**config.mk**
```make
export PLATFORM = sky130hd
export DESIGN_NAME = panel_timing_gen
export DESIGN_NICKNAME = d
export VERILOG_FILES = /design/src/rtl/ptg_pkg.sv /design/src/rtl/ptg_axis_counter.sv /design/src/rtl/ptg_cfg_shadow.sv /design/src/rtl/panel_timing_gen.sv
export SDC_FILE = /design/constraint.sdc
export NUM_CORES = 1
export LEC_CHECK = 0
export ABC_AREA = 0
export BUFFER_PORTS_ARGS = -buffer_cell sky130_fd_sc_hd__buf_2
export CAP_MARGIN = 20
export CORE_UTILIZATION = 60
export DETAILED_ROUTE_END_ITERATION = 16
export GPL_TIMING_DRIVEN = 1
export PLACE_DENSITY = 0.81
export SYNTH_ARGS = -nofsm -noshare
export SYNTH_HDL_FRONTEND = slang
export SYNTH_SLANG_ARGS = --single-unit
```
**constraint.sdc**
```tcl
create_clock -name clk -period 15.7 [get_ports clk]
set_clock_uncertainty 0.1 [all_clocks]
set_input_delay 0.785 -clock clk [delete_from_list [all_inputs] [get_ports clk]]
set_output_delay 0.785 -clock clk [all_outputs]
set_load 0.1 [all_outputs]
```
**src/rtl/ptg_pkg.sv**
```systemverilog
package ptg_pkg;
  parameter int unsigned PTG_CW = 12;

  typedef struct packed {
    logic de;
    logic vs;
    logic hs;
  } sync_bits_t;
endpackage

```
**src/rtl/ptg_axis_counter.sv**
```systemverilog
module ptg_axis_counter #(
  parameter int unsigned CW = ptg_pkg::PTG_CW
) (
  input  logic          clk,
  input  logic          rst_n,
  input  logic          run,
  input  logic          step,
  input  logic [CW-1:0] len_act,
  input  logic [CW-1:0] len_front,
  input  logic [CW-1:0] len_sync,
  input  logic [CW-1:0] len_back,
  output logic [CW-1:0] pos,
  output logic          in_act,
  output logic          in_sync,
  output logic          sync_first,
  output logic          at_first,
  output logic          at_last
);
  localparam int unsigned SW = CW + 2;

  logic [SW-1:0] cnt_q, cnt_d;
  logic [SW-1:0] act_end, front_end, sync_end, last_pos;

  always_comb begin
    act_end   = SW'(len_act);
    front_end = act_end + SW'(len_front);
    sync_end  = front_end + SW'(len_sync);
    last_pos  = sync_end + SW'(len_back) - SW'(1);
  end

  always_comb begin
    in_act     = cnt_q < act_end;
    in_sync    = (cnt_q >= front_end) && (cnt_q < sync_end);
    sync_first = cnt_q == front_end;
    at_first   = cnt_q == '0;
    at_last    = cnt_q == last_pos;
    pos        = cnt_q[CW-1:0];
  end

  always_comb begin
    cnt_d = cnt_q;
    if (!run) begin
      cnt_d = '0;
    end else if (step) begin
      cnt_d = at_last ? '0 : cnt_q + SW'(1);
    end
  end

  always_ff @(posedge clk or negedge rst_n) begin
    if (!rst_n) begin
      cnt_q <= '0;
    end else begin
      cnt_q <= cnt_d;
    end
  end


  pos_bound_chk: assert property (@(posedge clk) disable iff (!rst_n)
    run |-> (cnt_q <= last_pos));


  wrap_zero_chk: assert property (@(posedge clk) disable iff (!rst_n)
    (run && step && at_last) |=> (cnt_q == '0));
endmodule

```
**src/rtl/ptg_cfg_shadow.sv**
```systemverilog
module ptg_cfg_shadow #(
  parameter int unsigned CW = ptg_pkg::PTG_CW
) (
  input  logic                clk,
  input  logic                rst_n,
  input  logic                load,
  input  logic [CW-1:0]       h_act_i,
  input  logic [CW-1:0]       h_fp_i,
  input  logic [CW-1:0]       h_sw_i,
  input  logic [CW-1:0]       h_bp_i,
  input  logic [CW-1:0]       v_act_i,
  input  logic [CW-1:0]       v_fp_i,
  input  logic [CW-1:0]       v_sw_i,
  input  logic [CW-1:0]       v_bp_i,
  input  ptg_pkg::sync_bits_t pol_i,
  output logic [CW-1:0]       h_act_q,
  output logic [CW-1:0]       h_fp_q,
  output logic [CW-1:0]       h_sw_q,
  output logic [CW-1:0]       h_bp_q,
  output logic [CW-1:0]       v_act_q,
  output logic [CW-1:0]       v_fp_q,
  output logic [CW-1:0]       v_sw_q,
  output logic [CW-1:0]       v_bp_q,
  output ptg_pkg::sync_bits_t pol_q
);
  // Datapath holding registers: no reset, written only under load.
  always_ff @(posedge clk) begin
    if (load) begin
      h_act_q <= h_act_i;
      h_fp_q  <= h_fp_i;
      h_sw_q  <= h_sw_i;
      h_bp_q  <= h_bp_i;
      v_act_q <= v_act_i;
      v_fp_q  <= v_fp_i;
      v_sw_q  <= v_sw_i;
      v_bp_q  <= v_bp_i;
      pol_q   <= pol_i;
    end
  end


  cfg_hold_chk: assert property (@(posedge clk) disable iff (!rst_n)
    !load |=> ($stable(h_act_q) && $stable(h_fp_q) && $stable(h_sw_q) && $stable(h_bp_q) &&
               $stable(v_act_q) && $stable(v_fp_q) && $stable(v_sw_q) && $stable(v_bp_q) &&
               $stable(pol_q)));
endmodule

```
**src/rtl/panel_timing_gen.sv**
```systemverilog
module panel_timing_gen #(
  parameter int unsigned CW = ptg_pkg::PTG_CW
) (
  input  logic          clk,
  input  logic          rst_n,
  input  logic [CW-1:0] cfg_h_active,
  input  logic [CW-1:0] cfg_h_front,
  input  logic [CW-1:0] cfg_h_sync,
  input  logic [CW-1:0] cfg_h_back,
  input  logic [CW-1:0] cfg_v_active,
  input  logic [CW-1:0] cfg_v_front,
  input  logic [CW-1:0] cfg_v_sync,
  input  logic [CW-1:0] cfg_v_back,
  input  logic [2:0]    cfg_pol_inv,
  output logic          hsync,
  output logic          vsync,
  output logic          de,
  output logic [CW-1:0] col,
  output logic [CW-1:0] row,
  output logic          frame_start
);
  import ptg_pkg::*;

  logic run_q;
  logic load, wrap;

  logic [CW-1:0] h_act, h_fp, h_sw, h_bp, v_act, v_fp, v_sw, v_bp;
  sync_bits_t    pol_in, pol_cur, pol_out_q;

  logic [CW-1:0] h_pos, v_pos;
  logic          h_in_act, h_in_sync, h_sync_first, h_first, h_last;
  logic          v_in_act, v_in_sync, v_sync_first, v_first, v_last;

  sync_bits_t    raw_d, raw_q;
  logic          fs_d, fs_q;
  logic [CW-1:0] col_d, col_q, row_d, row_q;

  assign pol_in = sync_bits_t'({cfg_pol_inv[2], cfg_pol_inv[1], cfg_pol_inv[0]});
  assign wrap   = run_q && h_last && v_last;
  assign load   = !run_q || wrap;

  ptg_cfg_shadow #(.CW(CW)) u_shadow (
    .clk     (clk),
    .rst_n   (rst_n),
    .load    (load),
    .h_act_i (cfg_h_active),
    .h_fp_i  (cfg_h_front),
    .h_sw_i  (cfg_h_sync),
    .h_bp_i  (cfg_h_back),
    .v_act_i (cfg_v_active),
    .v_fp_i  (cfg_v_front),
    .v_sw_i  (cfg_v_sync),
    .v_bp_i  (cfg_v_back),
    .pol_i   (pol_in),
    .h_act_q (h_act),
    .h_fp_q  (h_fp),
    .h_sw_q  (h_sw),
    .h_bp_q  (h_bp),
    .v_act_q (v_act),
    .v_fp_q  (v_fp),
    .v_sw_q  (v_sw),
    .v_bp_q  (v_bp),
    .pol_q   (pol_cur)
  );

  ptg_axis_counter #(.CW(CW)) u_hax (
    .clk        (clk),
    .rst_n      (rst_n),
    .run        (run_q),
    .step       (1'b1),
    .len_act    (h_act),
    .len_front  (h_fp),
    .len_sync   (h_sw),
    .len_back   (h_bp),
    .pos        (h_pos),
    .in_act     (h_in_act),
    .in_sync    (h_in_sync),
    .sync_first (h_sync_first),
    .at_first   (h_first),
    .at_last    (h_last)
  );

  ptg_axis_counter #(.CW(CW)) u_vax (
    .clk        (clk),
    .rst_n      (rst_n),
    .run        (run_q),
    .step       (h_last),
    .len_act    (v_act),
    .len_front  (v_fp),
    .len_sync   (v_sw),
    .len_back   (v_bp),
    .pos        (v_pos),
    .in_act     (v_in_act),
    .in_sync    (v_in_sync),
    .sync_first (v_sync_first),
    .at_first   (v_first),
    .at_last    (v_last)
  );

  // Decode of the counter state into the next output values.
  always_comb begin
    raw_d = '0;
    fs_d  = 1'b0;
    col_d = '0;
    row_d = '0;
    if (run_q) begin
      raw_d.hs = h_in_sync;
      raw_d.vs = v_in_sync;
      raw_d.de = h_in_act && v_in_act;
      fs_d     = v_sync_first && h_first;
      if (raw_d.de) begin
        col_d = h_pos;
        row_d = v_pos;
      end
    end
  end

  always_ff @(posedge clk or negedge rst_n) begin
    if (!rst_n) begin
      run_q <= 1'b0;
      raw_q <= '0;
      fs_q  <= 1'b0;
      col_q <= '0;
      row_q <= '0;
    end else begin
      run_q <= 1'b1;
      raw_q <= raw_d;
      fs_q  <= fs_d;
      col_q <= col_d;
      row_q <= row_d;
    end
  end

  // Polarity travels one stage behind the shadow so it lines up with raw_q.
  always_ff @(posedge clk) begin
    pol_out_q <= pol_cur;
  end

  assign hsync       = raw_q.hs ^ pol_out_q.hs;
  assign vsync       = raw_q.vs ^ pol_out_q.vs;
  assign de          = raw_q.de ^ pol_out_q.de;
  assign col         = col_q;
  assign row         = row_q;
  assign frame_start = fs_q;


  de_sync_excl_chk: assert property (@(posedge clk) disable iff (!rst_n)
    raw_q.de |-> (!raw_q.hs && !raw_q.vs));


  col_origin_chk: assert property (@(posedge clk) disable iff (!rst_n)
    $rose(raw_q.de) |-> (col_q == '0));


  col_step_chk: assert property (@(posedge clk) disable iff (!rst_n)
    (raw_q.de && $past(raw_q.de)) |-> (col_q == $past(col_q) + CW'(1) && row_q == $past(row_q)));


  fs_single_chk: assert property (@(posedge clk) disable iff (!rst_n)
    fs_q |=> !fs_q);


  fs_in_vsync_chk: assert property (@(posedge clk) disable iff (!rst_n)
    fs_q |-> (raw_q.vs && !raw_q.de));
endmodule

```
Yosys cells after proc, flatten, opt, wreduce, memory -nomap -nowiden

Index checks and enable logic that the tools add are counted.

Logic and storage cells: 66
Flip-flop bits (word level): 159
Output and inout bits: 28

Mux-type cells: 11
Add/subtract/negate cells: 10
Order comparisons: 6
Bitwise logic cells: 3
Reduce and logical (&&, ||, !) cells: 9
Equal/unequal tests: 4

Operators with widths:

| operator                                                                 | count |
|---|---|
| 14-bit 2-to-1 mux                                                        | 5 |
| 14-bit by 12-bit adder with 14-bit output                                | 4 |
| 12-bit 2-to-1 mux                                                        | 4 |
| 14-bit == test                                                           | 3 |
| 14-bit by 1-bit adder with 14-bit output (second input constant)         | 2 |
| 14-bit >= comparator                                                     | 2 |
| 14-bit by 12-bit < comparator with 1-bit output                          | 2 |
| 14-bit < comparator                                                      | 2 |
| 14-bit by 1-bit subtractor with 14-bit output (second input constant)    | 2 |
| 12-bit by 12-bit adder with 13-bit output                                | 2 |
| 14-bit zero test                                                         | 1 |
| 1-bit logical AND                                                        | 6 |
| 3-bit 2-to-1 mux                                                         | 1 |
| 1-bit bitwise XOR                                                        | 3 |
| 2-bit by 1-bit inequality test with 1-bit output (second input constant) | 1 |
| 1-bit zero test                                                          | 1 |
| 1-bit logical OR                                                         | 1 |
| 1-bit 2-to-1 mux                                                         | 1 |

Depth between registers and ports, before layout

Depth after elaboration: 8
Gate-level depth with buffers: 29

Hierarchy

Synthesis repeated with hierarchy kept, for this count alone.

Cell total of the unflattened synthesis: 1,159
Area total of the unflattened synthesis: 11,957.7 sq um

Modules (own cells, without submodules):

| module                    | times used | sequential area each (sq um) | cells an instance | area each (sq um) |
|---|---|---|---|---|
| ptg_axis_counter at u_hax | 1          | 350.3                        | 507               | 3,976.3 |
| ptg_axis_counter at u_vax | 1          | 350.3                        | 481               | 3,890.0 |
| ptg_cfg_shadow            | 1          | 2,972.9                      | 99                | 2,972.9 |
| panel_timing_gen          | 1          | 785.8                        | 72                | 1,118.6 |

Worst setup path after synthesis

Ideal clock, no wire load.

Kind: reg2reg
Start: reg u_shadow.h_act_q[1]
End: reg u_shadow.h_act_q[0], enable pin
Stages on the path, launching flop included: 27
Data required time: 14.907 ns
Data arrival time: 11.988 ns
Slack: 2.919 ns
Clock period less this slack: 12.781 ns
Cell sequence: edfxtp_1 ha_1 a21o_1 a21oi_1 o21bai_1 a21oi_1 nor2b_1 o21a_1 o31a_1 nor2_1 xnor2_1 ha_1 inv_1 nor4_1 a21oi_1 o311ai_0 a211oi_1 xor2_1 ha_1 a21o_1 a21oi_1 o22ai_1 or4_1 nor4_1 o211a_1 nand2_1 o21ai_0

Cells in the longest elaborated chain, start to end: 8

Ends and longest elaborated chain:

| element                                       | line                   | text |
|---|---|---|
| start: declaration                            | ptg_cfg_shadow.sv:16   | `output logic [CW-1:0] h_act_q,` |
| start signal: assignment                      | ptg_cfg_shadow.sv:29   | `h_act_q <= h_act_i;` |
| 12-bit by 12-bit adder with 13-bit output     | ptg_axis_counter.sv:26 | `front_end = act_end + SW'(len_front);` |
| 14-bit by 12-bit adder with 14-bit output     | ptg_axis_counter.sv:27 | `sync_end = front_end + SW'(len_sync);` |
| 14-bit by 12-bit adder with 14-bit output     | ptg_axis_counter.sv:28 | `last_pos = sync_end + SW'(len_back) - SW'(1);` |
| 14-bit by 1-bit subtractor with 14-bit output | ptg_axis_counter.sv:28 |  |
| 14-bit == test                                | ptg_axis_counter.sv:36 | `at_last = cnt_q == last_pos;` |
| 1-bit logical AND (2 in series)               | panel_timing_gen.sv:39 | `assign wrap = run_q && h_last && v_last;` |
| 1-bit logical OR                              | panel_timing_gen.sv:40 | `assign load = !run_q \|\| wrap;` |
| named net load                                | panel_timing_gen.sv:25 | `logic load, wrap;` |

The timed path passes the listed nets, and every way through them passes these cells.
A chain may end at the register's enable or synchronous reset.

Worst setup path after layout

Start: reg u_shadow.h_act_q[1]
End: reg u_shadow.pol_q[1] (netlist name), enable pin

Cells in the longest elaborated chain, start to end: 8

Ends and longest elaborated chain:

| element                                       | line                   | text |
|---|---|---|
| 12-bit by 12-bit adder with 13-bit output     | ptg_axis_counter.sv:26 |  |
| 14-bit by 12-bit adder with 14-bit output     | ptg_axis_counter.sv:27 |  |
| 14-bit by 12-bit adder with 14-bit output     | ptg_axis_counter.sv:28 |  |
| 14-bit by 1-bit subtractor with 14-bit output | ptg_axis_counter.sv:28 |  |
| 14-bit == test                                | ptg_axis_counter.sv:36 |  |
| 1-bit logical AND (2 in series)               | panel_timing_gen.sv:39 |  |
| 1-bit logical OR                              | panel_timing_gen.sv:40 |  |
| named net load                                | panel_timing_gen.sv:25 |  |
| end signal: assignment                        | ptg_cfg_shadow.sv:37   | `pol_q <= pol_i;` |
| end: declaration                              | ptg_cfg_shadow.sv:24   | `output ptg_pkg::sync_bits_t pol_q` |

The timed path passes the listed nets, and every way through them passes these cells.

==> impl_metrics.toml <==
[routing]
drtIter0Drc = 699
drtPass1Iterations = 5
viasPerCell = 5.88
via_count = 8827
drc = 0
avgRoutedWirePerCell_um = 16.8
drt-total-wl_um = 25200
drtAntennaViolNets = 0

[timing]
setup-tns-final_ns = 0
hold_viol_final = 0
tightest_slew_ns = 1.08
slew_headroom_pct = 28.0
rsz0062_at_grt = "no"
finalSetupViolations = 0
period_minus_slack_ns = 7.20
fin_crit_sh_pct = 45.9
setup_slack_ns = 8.50
clock.fmax_mhz = 139
slew_violations = 0

[synthesis]
synth.net_count = 1400
syn_avg_cell_area_um2 = 10.2
synth.distinct_cells = 82
async_reset_ff_share_pct = 35.8
synth_area_leaders = "edfxtp_1 26%, ha_1 18%, dfrtp_1 12%"
synth_top_area_share_pct = 25.9
synth.most_common_cell = "ha_1"
synthTopCellsByCount = "167 x ha_1, 152 x inv_1, 99 x edfxtp_1"
seq_area_frac_synth_pct = 38.8
synthFlopType = "edfxtp_1"
ys_seq_elements = 159
synth-edff-count = 99
synthCells = 1126
yosysWarnings = 0
syn_area_mm2 = 0.0115
yosysTopAreaCell = "edfxtp_1"

[final_layout]
multi_input_comb_area_mm2 = 0.00637
n_antenna_cell = 0
final_util_pct = 69.0
register_area_mm2 = 0.00446
layoutNonFillerInstCount = 1502
layout.nets = 1529
areaGrowthSynthToFinish_pct = 12.7
layout-drive-gt1-share_pct = 15.9
fillers = 1400

[place]
place_congestion = 0.904
preCtsSetupSlack_ns = 8.64
dp_cells = 1470
port_buffers = 128
hpwl_um = 18500

[cts]
holdBufCountCts = 0
clockBufferDepth = 2
clock_latency_ns = 0.44
cts_max_level = 4
cts-root-buf = "clkbuf_16"
cts_setup_buffers = 0
clock_sinks = 159
clk_pin_slew_worst_paths_ns = 0.06
cts_buffers = 17
cts_resized = 0
cts_tree = "yes"

[global_route]
grt_use_met2_pct = 41.8
grt.overflow.total = 0
busiest_layer = "met2"
grt_pass1_wl_um = 40900
use_met1_pct = 37.8
grt_max_degree = 58
grt_pass1_vias = 8430
antenna_found_initial = 0
grt_usage_pct = 26.6
use_met3_pct = 4.14

[critical_path]
r2r-start = "u_shadow.h_act_q[1]$_DFFE_PP_"
startpoint_type = "flop"
path_buf_inv = 2
critPathMaxStageDelay_ns = 0.56
arrival_ns = 7.16
end_kind = "flop"
timing.critical_path.mode_cell = "a21oi_1"
r2r_end = "u_shadow.pol_q[1]$_DFFE_PP_"
cp_slowest_cell = "buf_4"
crit_family = "compound AO/OA/AOI/OAI gates"
worstRegToRegCells = 27
critical_path_class = "flop to flop"
crit_fanout = 50
r2r_slack_ns = 8.50
required_ns = 15.66

[power_and_ir_drop]
ir_drop_v = 0.0000771
leakagePower_uw = 0.00622
power_density_mw_per_mm2 = 133
power_uw = 1730

[min_path]
hold_end = "pol_out_q[2]$_DFF_P_"
hold_class = "flop to flop"
hold_depth = 0
hold_start = "u_shadow.pol_q[2]$_DFFE_PP_"

[floorplanning]
start_util_pct = 61.2
io_pins = 129
die-area_mm2 = 0.0197
rows = 50
fp.coreArea_mm2 = 0.0188
die_w_um = 140
die_y_um = 140

[job]
maxCapViolCount = 0

[run_status]
status = "finished, final reports clean"
-- worst max-delay path by stage --
stage / startpoint / cells past startpoint / slack, ns / to
2_1_floorplan: u_shadow.h_act_q[1]$_DFFE_PP_ / 26 / 2.92 / u_shadow.h_act_q[0]$_DFFE_PP_
3_3_place_gp: u_shadow.h_act_q[1]$_DFFE_PP_ / 27 / 8.89 / u_shadow.v_act_q[8]$_DFFE_PP_
3_5_place_dp: u_shadow.h_act_q[1]$_DFFE_PP_ / 27 / 8.64 / u_shadow.v_bp_q[6]$_DFFE_PP_
4_1_cts: u_shadow.h_act_q[1]$_DFFE_PP_ / 27 / 8.59 / u_shadow.v_act_q[0]$_DFFE_PP_
5_1_grt: u_shadow.h_act_q[1]$_DFFE_PP_ / 27 / 8.07 / u_shadow.v_act_q[0]$_DFFE_PP_
6_report: u_shadow.h_act_q[1]$_DFFE_PP_ / 27 / 8.50 / u_shadow.pol_q[1]$_DFFE_PP_
-- cell families (layout without fill, tap and decap cells) --
logic type,count (synthesis),in the layout,share of synthesized area [%]
buf+inv,174,316,5.93
other cells,1,1,0.0326
mux,3,3,0.294
compound gates,255,255,16.4
flops,159,159,38.8
simple gates,258,258,11.3
fa+ha+maj,174,174,19.3
xor+xnor,102,102,7.90
-- registers in the layout, summed over array words and instances, names as in the netlist --
| name | flops |
|---|---|
| col | 12 |
| frame_start | 1 |
| pol_out_q | 3 |
| raw_q | 3 |
| row | 12 |
| run_q | 1 |
| u_hax.cnt_q | 14 |
| u_shadow.h_act_q | 12 |
| u_shadow.h_bp_q | 12 |
| u_shadow.h_fp_q | 12 |
| u_shadow.h_sw_q | 12 |
| u_shadow.pol_q | 3 |
| u_shadow.v_act_q | 12 |
| u_shadow.v_bp_q | 12 |
| u_shadow.v_fp_q | 12 |
| u_shadow.v_sw_q | 12 |
| u_vax.cnt_q | 14 |
-- area by class of cell --
type                       instances  share of cell area (%)
clock inverter                    13                   0.908
sequential                       159                    34.4
inverter                         152                    4.40
clock buffer                      19                    3.67
tap                              234                    2.26
timing repair buffer             132                    5.18
multi-input combinational        793                    49.2
-- placed cells by master, fill, tap and decap left out, types with 5 or more instances in the layout --
master	synthesis	layout
o211ai_1	7	7
nor2b_1	8	8
o21ai_1	5	5
fa_1	6	6
nand3_1	30	30
nand2_1	63	63
xnor2_1	60	60
o21bai_1	9	9
o31a_1	5	5
xor2_1	40	40
o21a_1	20	20
ha_1	167	167
nor2_1	49	49
or2_2	5	5
o221ai_2	7	7
dfrtp_1	57	57
nor3_1	21	20
nand4_1	12	12
a211oi_1	32	32
clkbuf_16	0	19
nand2b_1	13	13
a21oi_1	49	49
nor4_1	14	14
and2_1	16	16
buf_2	1	128
o21ai_0	30	29
a21o_1	36	36
and3_1	11	11
edfxtp_1	99	99
inv_1	152	152
-- per-stage QoR --
step	hold WS, ns	area, µm²
floorplan	0.223	11500
global placement	0.225	12400
detailed placement	0.229	12400
CTS	0.244	13000
global route	0.254	13000
finish	0.245	13000
-- worst register-to-register path: cells and delay by family (launching register included) --
| family | cells | cell delay (ns) |
|---|---|---|
| AOI/OAI and AO/OA | 14 | 3.16 |
| DFF | 1 | 0.39 |
| adders and majority gates | 3 | 0.96 |
| buffers and inverters | 2 | 0.71 |
| xor gates and xnor gates | 2 | 0.29 |
| and+or+nand+nor | 6 | 1.20 |
-- per-layer routing --
layer / wire length (µm) / up-vias
met4: 431 / 0
met3: 1520 / 41
met2: 11300 / 321
met1: 12000 / 4171
li1: - / 4294
met5: 0 / -
-- power breakdown --
part | internal [µW] | leakage [µW] | switching [µW]
clock network | 227 | 0.000293 | 188
logic | 364 | 0.00415 | 477
registers | 464 | 0.00178 | 9.48
total | 1060 | 0.00622 | 674
(Power assumes the default switching activity.)
